$ cat src/rtl/rns_mac_pkg.sv
package rns_mac_pkg;
  localparam int NUM_SETS = 4;
  localparam int RES_W    = 6;
  localparam int SET_W    = $clog2(NUM_SETS);
  // each modulus must exceed 2**(RES_W-1) for the fold bound to hold
  localparam int MODULI [NUM_SETS] = '{61, 59, 53, 47};
  localparam int FOLDS    = 5;

  typedef struct packed {
    logic             valid;
    logic [SET_W-1:0] set;
    logic             sov;
    logic             eov;
    logic [RES_W-1:0] prod;
  } red_t;

  function automatic int mod_of(input logic [SET_W-1:0] s);
    return MODULI[int'(s)];
  endfunction
endpackage

$ cat src/rtl/rns_prod_reduce.sv
module rns_prod_reduce
  import rns_mac_pkg::*;
(
  input  logic             clk_i,
  input  logic             rst_ni,
  input  logic             valid_i,
  input  logic [SET_W-1:0] set_i,
  input  logic             sov_i,
  input  logic             eov_i,
  input  logic [RES_W-1:0] a_i,
  input  logic [RES_W-1:0] b_i,
  output red_t             red_o
);
  localparam int PW = 2 * RES_W;

  logic [PW-1:0]    prod;
  logic [RES_W-1:0] cand [NUM_SETS];
  red_t             red_q;

  assign prod = {{RES_W{1'b0}}, a_i} * {{RES_W{1'b0}}, b_i};

  // multiply-free reduction: 2**RES_W == C (mod M), fold high part by constant C
  for (genvar s = 0; s < NUM_SETS; s++) begin : g_red
    localparam int M = MODULI[s];
    localparam logic [PW-1:0] C  = PW'((1 << RES_W) - M);
    localparam logic [PW-1:0] MV = PW'(M);
    always_comb begin
      logic [PW-1:0] t;
      t = prod;
      for (int i = 0; i < FOLDS; i++)
        t = {{RES_W{1'b0}}, t[RES_W-1:0]} + ({{RES_W{1'b0}}, t[PW-1:RES_W]} * C);
      if (t >= MV) t = t - MV;
      if (t >= MV) t = t - MV;
      cand[s] = t[RES_W-1:0];
    end
  end

  always_ff @(posedge clk_i or negedge rst_ni) begin
    if (!rst_ni) red_q <= '0;
    else         red_q <= '{valid: valid_i, set: set_i, sov: sov_i, eov: eov_i, prod: cand[set_i]};
  end

  assign red_o = red_q;


  red_in_range_chk: assert property (@(posedge clk_i) disable iff (!rst_ni)
    red_q.valid |-> int'(red_q.prod) < mod_of(red_q.set));
endmodule

$ cat src/rtl/rns_acc_bank.sv
module rns_acc_bank
  import rns_mac_pkg::*;
(
  input  logic             clk_i,
  input  logic             rst_ni,
  input  red_t             red_i,
  output logic             res_valid_o,
  output logic [SET_W-1:0] res_set_o,
  output logic [RES_W-1:0] res_o
);
  localparam int LUT_D = 2 ** (RES_W + 1);

  logic [RES_W-1:0] acc_q [NUM_SETS];
  logic [RES_W-1:0] lut   [NUM_SETS][LUT_D];
  logic [RES_W-1:0] base;
  logic [RES_W:0]   sum;
  logic [RES_W-1:0] nxt;

  // feedback reduction tables: the only per-modulus state-free logic
  for (genvar s = 0; s < NUM_SETS; s++) begin : g_lut
    for (genvar e = 0; e < LUT_D; e++) begin : g_ent
      localparam int V = e % MODULI[s];
      assign lut[s][e] = RES_W'(V);
    end
  end

  assign base = red_i.sov ? '0 : acc_q[red_i.set];
  assign sum  = {1'b0, base} + {1'b0, red_i.prod};
  assign nxt  = lut[red_i.set][sum];

  always_ff @(posedge clk_i or negedge rst_ni) begin
    if (!rst_ni) begin
      for (int s = 0; s < NUM_SETS; s++) acc_q[s] <= '0;
      res_valid_o <= 1'b0;
      res_set_o   <= '0;
      res_o       <= '0;
    end else begin
      res_valid_o <= red_i.valid & red_i.eov;
      if (red_i.valid) acc_q[red_i.set] <= nxt;
      if (red_i.valid && red_i.eov) begin
        res_set_o <= red_i.set;
        res_o     <= nxt;
      end
    end
  end


  sum_bound_chk: assert property (@(posedge clk_i) disable iff (!rst_ni)
    red_i.valid |-> int'(sum) < 2 * mod_of(red_i.set));

  for (genvar s = 0; s < NUM_SETS; s++) begin : g_hold

    acc_hold_chk: assert property (@(posedge clk_i) disable iff (!rst_ni)
      !(red_i.valid && red_i.set == SET_W'(s)) |=> $stable(acc_q[s]));
  end
endmodule

$ cat src/rtl/rns_digit_mac.sv
module rns_digit_mac
  import rns_mac_pkg::*;
(
  input  logic             clk_i,
  input  logic             rst_ni,
  input  logic             valid_i,
  input  logic [1:0]       set_i,
  input  logic             sov_i,
  input  logic             eov_i,
  input  logic [5:0]       a_i,
  input  logic [5:0]       b_i,
  output logic             result_valid_o,
  output logic [1:0]       result_set_o,
  output logic [5:0]       result_o
);
  red_t red;

  rns_prod_reduce u_reduce (
    .clk_i   (clk_i),
    .rst_ni  (rst_ni),
    .valid_i (valid_i),
    .set_i   (set_i),
    .sov_i   (sov_i),
    .eov_i   (eov_i),
    .a_i     (a_i),
    .b_i     (b_i),
    .red_o   (red)
  );

  rns_acc_bank u_acc (
    .clk_i       (clk_i),
    .rst_ni      (rst_ni),
    .red_i       (red),
    .res_valid_o (result_valid_o),
    .res_set_o   (result_set_o),
    .res_o       (result_o)
  );

  int single_exp;
  assign single_exp = (int'(a_i) * int'(b_i)) % mod_of(set_i);


  result_timing_chk: assert property (@(posedge clk_i) disable iff (!rst_ni)
    (valid_i && eov_i) |=> ##1 (result_valid_o && result_set_o == $past(set_i, 2)));


  no_spurious_result_chk: assert property (@(posedge clk_i) disable iff (!rst_ni)
    !(valid_i && eov_i) |=> ##1 !result_valid_o);


  single_term_chk: assert property (@(posedge clk_i) disable iff (!rst_ni)
    (valid_i && sov_i && eov_i) |=> ##1 (int'(result_o) == $past(single_exp, 2)));


  result_range_chk: assert property (@(posedge clk_i) disable iff (!rst_ni)
    result_valid_o |-> int'(result_o) < mod_of(result_set_o));
endmodule

$ cat config.mk
export PLATFORM = sky130hd
export DESIGN_NAME = rns_digit_mac
export DESIGN_NICKNAME = d
export VERILOG_FILES = /design/src/rtl/rns_mac_pkg.sv /design/src/rtl/rns_prod_reduce.sv /design/src/rtl/rns_acc_bank.sv /design/src/rtl/rns_digit_mac.sv
export SDC_FILE = /design/constraint.sdc
export NUM_CORES = 1
export LEC_CHECK = 0
export BUFFER_PORTS_ARGS = -buffer_cell sky130_fd_sc_hd__buf_4
export CORE_MARGIN = 2
export CORE_UTILIZATION = 64
export DETAILED_ROUTE_END_ITERATION = 10
export PLACE_DENSITY_LB_ADDON = 0.05
export SYNTH_ARGS = -nofsm -noshare
export SYNTH_HDL_FRONTEND = slang
export SYNTH_HIERARCHICAL = 1
export SYNTH_SLANG_ARGS = --single-unit
$ cat constraint.sdc
create_clock -name clk_i -period 13.8 [get_ports clk_i]
set_clock_uncertainty 0.05 [all_clocks]
set_input_delay 1.38 -clock clk_i [delete_from_list [all_inputs] [get_ports clk_i]]
set_output_delay 1.38 -clock clk_i [all_outputs]
set_load 0.02 [all_outputs]
==> results.cfg <==
[outcome]
status = complete, but fails checks
failed_checks = setup timing

[timing]
rsz0062_at_grt = yes
finalHoldViolCount = 0
max_freq_mhz = 59.5
timing.final.crit_share_pct = 122
fin_ws_ns = -3.01
slew_violations = 0
setup_viol = 6
max_slew.worst_pin.slew_ns = 1.13
fin_crit_ns = 16.81
slew_headroom_pct = 24.6

[logic_synthesis]
yosys_warnings = 6
syn_area_sq_um = 13900
synth-seq-cells = 44
synth_mux_area_share_pct = 3.54
synth.distinct_cells = 110
ys_async_sr_fraction_pct = 100
syn_nets = 2058
postSynthAreaPerCell_sq_um = 8.01
synthAdderAreaFrac_pct = 31.5
synth-compound-area-share_pct = 25.0
ys.flop_type = dfrtp_1
synth_edf_count = 0
synth_cells = 1731
yosys.area_share.simple_pct = 15.6
synth_top_family_by_area = adder cells
synth_xor_xnor_area_share_pct = 7.95
ys_seq_area_share_pct = 7.94

[route]
routed_wl_um = 40400
wl_per_cell_um = 18.1
drt-initial-drc-count = 1207
vias = 14000
dr.pass1.iters = 8
drc = 0
vias_per_cell = 6.25
ant_nets = 0

[setup_path]
worstReg2RegStart = u_reduce/red_o[8]
critPathArrivalTime_ns = 16.96
r2r_end = u_acc/acc_q[19]
path_max_fanout = 6
crit_type = input port to flop
r2r_setup_slack_ns = 7.89
cp.required_ns = 13.95
worstSetupStartpointType = input port
critPathMaxStageDelay_ns = 0.60
reg2reg_depth = 13
crit_slowest_cell = fa_1
end_kind = flop

[clock_tree]
ctsHtreeMaxLevel = 2
cts_root_buffer = clkbuf_16
clk_path_buf_depth = 2
clkSinkCount = 44
clk_latency_ns = 0.30
cts_tree = built
clkTransAtPathRegs_ns = 0.07
cts_buffers = 5

[run]
maxCapViolCount = 0

[global_routing]
grt_overflow = 0
grt_pass1_wl_um = 63700
grt.total_usage_pct = 34.0
antenna_found_initial = 0
grt_max_degree = 45
grt_pass1_vias = 13600

[min_path]
min-delay-path-class = flop to flop
hold_start = u_acc/res_set_o[1]
hold-path-cell-count = 2
hold_end = u_acc/res_set_o[1]

[die]
dieWidth_um = 151
fp.coreArea_sq_um = 21200
num_io_pins = 28
die_y_um = 151
row_count = 53
die_area_sq_um = 22900
start_util_pct = 65.6

[layout]
syn2layout_area_growth_pct = 21.3
final_core_util_pct = 79.6
final_cell_mix = buf_4, ha_1, inv_1
final_layout_size_suffix_gt1_share_pct = 24.6
mostFrequentLayoutCell = buf_4
num_antenna_cells = 0
nNetsFinal = 2290

[placement]
hpwl_um = 30900
port_buffers = 27
gp_congestion = 1.03
## per-layer routing
metal	wire length [um]	up-vias	GRT usage [%]
met1	16500	6604	42.3
li1	-	6665	-
met3	2820	154	5.27
met5	0	-	0
met2	19400	576	58.7
met4	1690	0	13.6
## through the flow
step / cell area, sq um / hold slack (ns) / setup WS, ns / instances / setup TNS, ns
2_1_floorplan: 14100 / 0.425 / -2.53 / 1731 / -14.45
3_3_place_gp: 16200 / 0.422 / -2.76 / 2209 / -16.20
3_5_place_dp: 16200 / 0.427 / -3.21 / 2209 / -18.79
4_1_cts: 16500 / 0.442 / -2.71 / 2226 / -16.02
5_1_grt: 16800 / 0.469 / -3.70 / 2239 / -21.75
6_report: 16800 / 0.450 / -3.01 / 2239 / -17.88
## how the worst max path moves through the flow
stage,to,slack (ns),start,depth (start not counted)
2_1_floorplan,u_reduce/red_o[2],-2.53,a_i[5],78
5_1_grt,u_reduce/red_o[1],-3.70,a_i[2],75
3_3_place_gp,u_reduce/red_o[1],-2.76,a_i[5],77
6_report,u_reduce/red_o[1],-3.01,a_i[3],76
4_1_cts,u_reduce/red_o[1],-2.71,a_i[5],78
3_5_place_dp,u_reduce/red_o[2],-3.21,a_i[5],77
## state kept, by name, summed over array words and instances (netlist names)
register	cells
u_acc/res_set_o	2
u_reduce/red_o	11
u_acc/acc_q	24
u_acc/res_valid_o	1
u_acc/res_o	6
## synth_stat cells (9+ instances only)
master	count	share of area [%]
a211oi_1	17	0.92
a21o_1	36	1.9
a21oi_1	130	4.7
a221oi_1	10	0.63
a31oi_1	24	1.1
and2_1	43	1.9
buf_1	9	0.24
buf_2	13	0.47
clkbuf_1	40	1.1
dfrtp_1	44	7.9
fa_1	65	9.4
ha_1	243	22
inv_1	231	6.2
mux2_2	18	1.5
mux2i_1	10	0.72
nand2_1	93	2.5
nand2b_1	21	0.95
nand3_1	34	1.2
nand4_1	13	0.59
nor2_1	99	2.7
nor2b_1	22	0.99
nor3_1	32	1.2
o2111ai_1	9	0.57
o211ai_1	19	1.0
o21ai_0	69	2.5
o21bai_1	20	1.1
o221ai_1	10	0.63
o22ai_1	18	0.81
o31ai_1	10	0.54
or2_2	12	0.54
or3_1	9	0.41
xnor2_1	76	4.8
xor2_1	35	2.2
## critical path: cells and delay by family
family | cells | cell delay (ns)
AOI/OAI and AO/OA | 24 | 4.20
xor gates and xnor gates | 5 | 0.66
adders and majority gates | 20 | 7.66
buffers and inverters | 19 | 1.66
muxes | 1 | 0.37
and+or+nand+nor | 7 | 1.01
## layout make-up
type / count / area [sq um]
clock buffers: 5 / 125
flip-flops and latches: 44 / 1100
inverters: 236 / 893
well taps: 275 / 344
fillers: 1453 / 4320
multi-input cells: 1386 / 12100
clock inverters: 3 / 25.0
repair buffers: 290 / 2200
## cells by family (layout without fill, tap and decap cells)
logic type,after synthesis,count (layout)
buffers and inverters,301,534
xor gates and xnor gates,117,117
DFF,44,44
adders and majority gates,311,311
AOI/OAI and AO/OA,497,497
muxes,37,37
and+or+nand+nor,424,424
## what timing repair did
action | in CTS | in global routing
hold buffers | 0 | 0
pin swaps | 34 | 78
setup endpoints to repair | 6 | 6
gates cloned | 0 | 0
buffers inserted | 9 | 14
gates resized for setup | 33 | 52
Power is not shown: default switching activity piles up to over one toggle a cycle in this logic, so the estimate is an artifact.
